$ cat config.mk
export PLATFORM = sky130hd
export DESIGN_NAME = alu8_nib
export DESIGN_NICKNAME = d
export VERILOG_FILES = /design/src/rtl/alu8_nib_pkg.sv /design/src/rtl/alu8_opnd_sel.sv /design/src/rtl/alu8_split_adder.sv /design/src/rtl/alu8_flag_gen.sv /design/src/rtl/alu8_nib.sv
export SDC_FILE = /design/constraint.sdc
export NUM_CORES = 1
export LEC_CHECK = 0
export ABC_AREA = 0
export BUFFER_PORTS_ARGS = -buffer_cell sky130_fd_sc_hd__buf_2
export CAP_MARGIN = 20
export CORE_AREA = 2 2 39 41
export DETAILED_ROUTE_END_ITERATION = 8
export DIE_AREA = 0 0 41 43
export GPL_TIMING_DRIVEN = 0
export PLACE_DENSITY = 0.81
export RECOVER_POWER = 50
export REMOVE_ABC_BUFFERS = 1
export SETUP_SLACK_MARGIN = 0.15
export SLEW_MARGIN = 0
export SYNTH_ARGS = -nofsm -noshare
export SYNTH_HDL_FRONTEND = slang
export SYNTH_SLANG_ARGS = --single-unit
$ cat constraint.sdc
create_clock -name vclk -period 4
set_input_delay 0 -clock vclk [all_inputs]
set_output_delay 0 -clock vclk [all_outputs]
set_load 0.02 [all_outputs]
$ cat src/rtl/alu8_nib_pkg.sv
package alu8_nib_pkg;

    // Operation codes; the encoding is part of the port contract
    typedef enum logic [1:0] {
        ALU_ADD = 2'b00,
        ALU_SUB = 2'b01,
        ALU_INC = 2'b10,
        ALU_DEC = 2'b11
    } alu_op_e;

    // Flag set, most significant first: Z, N, H, C
    typedef struct packed {
        logic z;
        logic n;
        logic h;
        logic c;
    } alu_flags_t;

    localparam int FLAG_W = 4;

endpackage

$ cat src/rtl/alu8_opnd_sel.sv
module alu8_opnd_sel
    import alu8_nib_pkg::*;
#(
    parameter int DATA_W = 8
) (
    input  alu_op_e             op,
    input  logic [DATA_W-1:0]   opb,
    output logic [DATA_W-1:0]   addend,
    output logic                carry_in,
    output logic                is_sub,
    output logic                keep_c
);

    localparam logic [DATA_W-1:0] ONE = DATA_W'(1);

    // Subtraction is done as a + ~b + 1; unit steps use a constant one
    always_comb begin
        unique case (op)
            ALU_ADD: begin
                addend   = opb;
                carry_in = 1'b0;
                is_sub   = 1'b0;
                keep_c   = 1'b0;
            end
            ALU_SUB: begin
                addend   = ~opb;
                carry_in = 1'b1;
                is_sub   = 1'b1;
                keep_c   = 1'b0;
            end
            ALU_INC: begin
                addend   = ONE;
                carry_in = 1'b0;
                is_sub   = 1'b0;
                keep_c   = 1'b1;
            end
            ALU_DEC: begin
                addend   = ~ONE;
                carry_in = 1'b1;
                is_sub   = 1'b1;
                keep_c   = 1'b1;
            end
        endcase
    end

endmodule

$ cat src/rtl/alu8_split_adder.sv
module alu8_split_adder #(
    parameter int DATA_W = 8,
    parameter int NIB_W  = 4
) (
    input  logic [DATA_W-1:0] a,
    input  logic [DATA_W-1:0] b,
    input  logic              cin,
    output logic [DATA_W-1:0] sum,
    output logic              nib_co,
    output logic              top_co
);

    localparam int HI_W = DATA_W - NIB_W;

    logic [NIB_W:0] lo_sum;
    logic [HI_W:0]  hi_sum;

    // Two segments so the carry across the nibble boundary is visible
    always_comb begin
        lo_sum = {1'b0, a[NIB_W-1:0]} + {1'b0, b[NIB_W-1:0]}
               + {{NIB_W{1'b0}}, cin};
        hi_sum = {1'b0, a[DATA_W-1:NIB_W]} + {1'b0, b[DATA_W-1:NIB_W]}
               + {{HI_W{1'b0}}, lo_sum[NIB_W]};
    end

    assign sum    = {hi_sum[HI_W-1:0], lo_sum[NIB_W-1:0]};
    assign nib_co = lo_sum[NIB_W];
    assign top_co = hi_sum[HI_W];

endmodule

$ cat src/rtl/alu8_flag_gen.sv
module alu8_flag_gen
    import alu8_nib_pkg::*;
#(
    parameter int DATA_W = 8
) (
    input  logic [DATA_W-1:0] sum,
    input  logic              nib_co,
    input  logic              top_co,
    input  logic              is_sub,
    input  logic              keep_c,
    input  alu_flags_t        flags_cur,
    output alu_flags_t        flags_nxt
);

    logic unused_flag_bits;
    assign unused_flag_bits = ^{flags_cur.z, flags_cur.n, flags_cur.h};

    // In a + ~b + 1 a missing carry out means a borrow
    always_comb begin
        flags_nxt.z = ~|sum;
        flags_nxt.n = is_sub;
        flags_nxt.h = is_sub ? ~nib_co : nib_co;
        if (keep_c) flags_nxt.c = flags_cur.c;
        else        flags_nxt.c = is_sub ? ~top_co : top_co;
    end

endmodule

$ cat src/rtl/alu8_nib.sv
module alu8_nib
    import alu8_nib_pkg::*;
#(
    parameter int DATA_W = 8,
    parameter int NIB_W  = 4
) (
    input  logic [DATA_W-1:0] opa,
    input  logic [DATA_W-1:0] opb,
    input  logic [1:0]        op_sel,
    input  logic [3:0]        flg_in,
    output logic [DATA_W-1:0] res,
    output logic [3:0]        flg_out,
    output logic [DATA_W-1:0] f_byte
);

    localparam int PAD_W = DATA_W - FLAG_W;

    alu_op_e           op;
    logic [DATA_W-1:0] addend;
    logic              carry_in;
    logic              is_sub;
    logic              keep_c;
    logic              nib_co;
    logic              top_co;
    alu_flags_t        fl_cur;
    alu_flags_t        fl_nxt;

    assign op     = alu_op_e'(op_sel);
    assign fl_cur = alu_flags_t'(flg_in);

    alu8_opnd_sel #(.DATA_W(DATA_W)) u_sel (
        .op       (op),
        .opb      (opb),
        .addend   (addend),
        .carry_in (carry_in),
        .is_sub   (is_sub),
        .keep_c   (keep_c)
    );

    alu8_split_adder #(.DATA_W(DATA_W), .NIB_W(NIB_W)) u_add (
        .a      (opa),
        .b      (addend),
        .cin    (carry_in),
        .sum    (res),
        .nib_co (nib_co),
        .top_co (top_co)
    );

    alu8_flag_gen #(.DATA_W(DATA_W)) u_flg (
        .sum       (res),
        .nib_co    (nib_co),
        .top_co    (top_co),
        .is_sub    (is_sub),
        .keep_c    (keep_c),
        .flags_cur (fl_cur),
        .flags_nxt (fl_nxt)
    );

    assign flg_out = fl_nxt;
    assign f_byte  = {fl_nxt, {PAD_W{1'b0}}};

endmodule

==> reports/metrics.cfg, run 1 <==
[drt]
antenna_left=0
routedWlPerCell_um=9.267
vias_per_cell=4.390
first_pass_iters=1
dr.first_iter.drc_count=0
remaining_drc_errors=0
vias=461
totalWireLength_um=973

[timing]
max_freq_mhz=290.9
finalHoldViolCount=0
fin_crit_ns=3.438
post-route-period-util=0.8594
tns_ns=0
drv_slew=0
grt_setup_unrepaired=no
finalWorstSetupSlack_ns=0.5623
setup_viol=0

[floorplanning]
rows=14
core_area_sq_um=1384
pin_count=42
start_util=0.3779
die_area_sq_um=1763
die_h_um=43
die_w_um=41

[synth]
yosysWarnings=0
synth_top_family_by_area=adder cells
synth.area.top_cells=xnor2_1 (18%), fa_1 (15%), ha_1 (14%)
synth_cell_types=20
synth-adder-area-share=0.2967
yosysTopAreaCell=xnor2_1
synth_xor_area_frac=0.2344
synthMuxAreaShare=0
synth_top_area_share=0.1842
synthSimpleGateAreaFrac=0.1842
syn_area_per_cell_sq_um=8.302
syn_inst=63
yosysSeqAreaShare=0
netlist_area_sq_um=523.0
synth_compound_area_frac=0.09569

[grt]
first_global_vias=429
grt_pass1_wl_um=1649
grt-ovfl-total=0
antenna_found_initial=0
track_usage=0.1237
grt_max_degree=12

[outcome]
status=finished, final reports clean

[placement]
gp_congestion=0.7581
io_buffers=35
preCtsSetupSlack_ns=0.5510
dpl.hpwl_um=886.8

[layout]
layout_commonest_cell=buf_2
multi_input_area_sq_um=439.2
seq_cell_count=0
drive_gt1_frac=0.3596
diodes=0
areaGrowthSynthToFinish_pct=22.49
clkbuf_count=0
seq_area_sq_um=0
fillers=157
fin_nets=123
layout_common_cells=buf_2 (28), xnor2_1 (11), nor2b_1 (7), clkbuf_1 (7), ha_1 (6)

[power_and_ir_drop]
p_per_area_nw_per_um2=262.3
ir_worst_vdd_mv=0.1033
leakagePower_uw=0.0003329

[setup_path]
crit_start=op_sel[0]
worstPathArrival_ns=3.44
path_max_fanout=11
worstSetupEndpointType=output port
worstSetupPathType=in2out
critPathLaunchType=input port
required_ns=4.00

[hold_path]
whs_path_depth=2
holdCritStartpoint=op_sel[0]
hp-class=in2out

[clock_tree]
ctsResizeCount=0
post_cts_buffers=0
postCtsHoldBufs=0

[flow_run]
maxCapViolations=0

per-stage QoR:
stage	power (uW)	hold WS [ns]	util	area (sq um)	cells
after floorplan	124.3	0	-	454.2	54
after global placement	170.1	0.2544	0.4693	649.4	105
after detailed placement	174.3	0.2539	0.4693	649.4	105
after CTS	174.8	0.2555	0.4693	649.4	105
after global routing	185.0	0.2781	0.4629	640.6	105
final	168.0	0.2737	0.4629	640.6	105
layer usage:
metal,global-route usage,vias to the layer above,part of all wire
li1,-,240,-
met1,0.1812,194,0.44
met2,0.2094,27,0.46
met3,0,0,0.10
met4,0,0,0
met5,0,-,0
worst max-delay path: stages:
cell	delay [ns]
buf_2	0.11
inv_2	0.23
xnor2_1	0.19
fa_1	0.21
inv_1	0.05
fa_1	0.40
a21o_1	0.18
a21o_1	0.22
fa_1	0.41
fa_1	0.47
or4_4	0.49
nor3_2	0.09
nor3b_2	0.18
buf_2	0.19
path summary, 6_finish.rpt:
kind,to,slack [ns]
worst max-delay path,flg_out[3],0.56
worst min-delay path,f_byte[6],0.27
cell type report:
type / instances / area share
inverter: 4 / 0.02344
tap: 16 / 0.03125
multi-input combinational: 50 / 0.6855
timing repair buffer: 35 / 0.2598
cells in the mapped netlist:
master,count
xnor2_1,11
buf_4,9
nor2b_1,7
ha_1,6
a21o_1,4
fa_1,4
a21oi_1,3
inv_1,3
xor2_1,3
clkbuf_1,2
nand2_1,2
buf_2,1
conb_1,1
inv_2,1
nand3b_1,1
nor2_1,1
nor3_2,1
nor3b_2,1
o21ai_1,1
or4_4,1
power by group:
group	leakage, uW	internal (uW)	total [uW]	switching, uW
Combinational	0.000333	63.5	168	105
Sequential	0	0	0	0
Clock	0	0	0	0
Total	0.000333	63.5	168	105
logic make-up (layout without fill, tap and decap cells):
| group | after synthesis | in the layout |
|---|---|---|
| AND/OR/NAND/NOR | 14 | 14 |
| AO/OA/AOI/OAI | 8 | 8 |
| other | 1 | 4 |
| XOR/XNOR | 14 | 14 |
| adder cells (fa/ha/maj) | 10 | 10 |
| buffers and inverters | 16 | 39 |
Power figures use the tool's default switching activity.
==> run 2: changes to the inputs <==
Settings changed: PLACE_DENSITY 0.81 to 0.89.
==> run 2 against run 1 <==
Effect of this change: count of clock-buffer cells in the layout stayed put; core utilization did not move; die area did not move; cell area is the same; global-route usage decreased by 0.65 points; fmax shrank 4.6%; non-clock buffer count stayed put; via count up 3.7%.
==> reports/metrics.cfg, run 2 (same netlist as run 1, synthesis figures left out) <==
[outcome]
status=finished, final reports clean

[placement]
placedInstanceArea_sq_um=649.4  ; unchanged
io_buffers=35  ; unchanged
dpl.hpwl_um=911.5  ; +2.8%
gp_congestion=0.7979  ; +5.2%

[floorplanning]
pin_count=42  ; unchanged
die_h_um=43  ; unchanged
die_area_sq_um=1763  ; unchanged
core_area_sq_um=1384  ; unchanged
rows=14  ; unchanged
start_util=0.3779  ; unchanged
die_w_um=41  ; unchanged

[timing]
max_slew_margin=0.6502
tns_ns=0  ; unchanged
worst-slew-pin-transition_ns=0.5242
max_freq_mhz=277.6  ; -4.6%
fin_crit_ns=3.603  ; +0.1652 ns
finalHoldViolCount=0  ; unchanged
setup_viol=0  ; unchanged
grt_setup_unrepaired=no
drv_slew=0  ; unchanged
post-route-period-util=0.9007  ; +0.04130

[layout]
diodes=0  ; unchanged
fillers=144  ; -8.3%
fin_area_sq_um=640.6  ; unchanged
fin_nets=123  ; unchanged
layout_commonest_cell=buf_2
drive_gt1_frac=0.3483  ; -0.01124
seq_area_sq_um=0  ; unchanged
clkbuf_count=0  ; unchanged
areaGrowthSynthToFinish_pct=22.49  ; unchanged
layout_common_cells=buf_2 (28), xnor2_1 (11), nor2b_1 (7), clkbuf_1 (7), ha_1 (6)
seq_cell_count=0  ; unchanged

[drt]
vias_per_cell=4.552  ; +3.7%
remaining_drc_errors=0  ; unchanged
totalWireLength_um=985  ; +1.2%
vias=478  ; +3.7%
routedWlPerCell_um=9.381  ; +1.2%
first_pass_iters=1  ; unchanged
antenna_left=0  ; unchanged
dr.first_iter.drc_count=0  ; unchanged

[setup_path]
max_stage_delay_ns=0.50  ; about the same
critical-path-top-delay-family=adder cells
path_max_fanout=11  ; unchanged
crit_buf_inv=4  ; unchanged
worstSetupEndpointType=output port
critical_path.cell_chain=buf_2, inv_1, xnor2_1, fa_1, inv_1, fa_1, a21o_1, a21o_1, fa_1, fa_1, or4_4, nor3_2, nor3b_2, buf_2
worstPathArrival_ns=3.60  ; +0.16 ns
required_ns=4.00  ; about the same
crit_slowest_cell=or4_4
worstSetupPathType=in2out
path_common_cell=fa_1
critPathLaunchType=input port

[flow_run]
maxCapViolations=0  ; unchanged

[power_and_ir_drop]
pwr-share-clk=0  ; unchanged
sw_frac_of_total=0.6241  ; +0.002170
comb_power_share=1.000  ; about the same
p_per_area_nw_per_um2=264.0  ; +0.66%
seqPwrFrac=0  ; unchanged
p_switching_uw=105.6  ; +1.0%
ir_worst_vdd_mv=0.09207  ; -11%
p_int_uw=63.58  ; about the same
leakagePower_uw=0.0003340  ; +0.32%

[clock_tree]
ctsResizeCount=0  ; unchanged
postCtsHoldBufs=0  ; unchanged
post_cts_buffers=0  ; unchanged

[hold_path]
holdCritStartpoint=op_sel[0]
whs_path_depth=2  ; unchanged
holdPathEnd=flg_out[2]
hp-class=in2out

[grt]
grt_pass1_wl_um=1545  ; -6.3%
track_usage=0.1172  ; -0.006508
grt_max_degree=12  ; unchanged
antenna_found_initial=0  ; unchanged
grt-ovfl-total=0  ; unchanged
first_global_vias=423  ; -1.4%

[run 2: power by group through the flow]
| stage | Sequential (uW) | Combinational [uW] | Clock, uW |
|---|---|---|---|
| 2_1_floorplan | 0 | 124 | 0 |
| 3_3_place_gp | 0 | 170 | 0 |
| 3_5_place_dp | 0 | 175 | 0 |
| 4_1_cts | 0 | 176 | 0 |
| 5_1_grt | 0 | 187 | 0 |
| 6_report | 0 | 169 | 0 |
[run 2: routing by layer]
| metal | routed length, um | GRT usage | share of wire | vias to the layer above |
|---|---|---|---|---|
| li1 | - | - | - | 239 |
| met1 | 383 | 0.1470 | 0.39 | 211 |
| met2 | 505 | 0.2219 | 0.51 | 28 |
| met3 | 95 | 0 | 0.096 | 0 |
| met4 | 0 | 0 | 0 | 0 |
| met5 | 0 | 0 | 0 | - |
[run 2: worst max path at each step]
stage	from	end	slack, ns	cells past startpoint
CTS	op_sel[0]	flg_out[3]	0.53	14
floorplan	op_sel[0]	f_byte[7]	0.53	12
global placement	op_sel[0]	flg_out[3]	0.59	14
finish	op_sel[0]	flg_out[3]	0.40	14
detailed placement	op_sel[0]	flg_out[3]	0.54	14
global route	op_sel[0]	flg_out[3]	0.21	14
[run 2: cell type report]
| type | count | area (sq um) | area share |
|---|---|---|---|
| Inverter | 4 | 15.01 | 0.02344 |
| Timing Repair Buffer | 35 | 166.4 | 0.2598 |
| Tap cell | 16 | 20.02 | 0.03125 |
| Multi-Input combinational cell | 50 | 439.2 | 0.6855 |
[run 2: through the flow]
stage	hold WS (ns)	cells	power (uW)	util	worst slack [ns]
6_report	0.2675	105	169.1	0.4629	0.3971
5_1_grt	0.2819	105	187.3	0.4629	0.2052
4_1_cts	0.2593	105	175.7	0.4693	0.5327
3_5_place_dp	0.2582	105	175.2	0.4693	0.5432
3_3_place_gp	0.2540	105	170.0	0.4693	0.5937
2_1_floorplan	0	54	124.3	-	0.5284
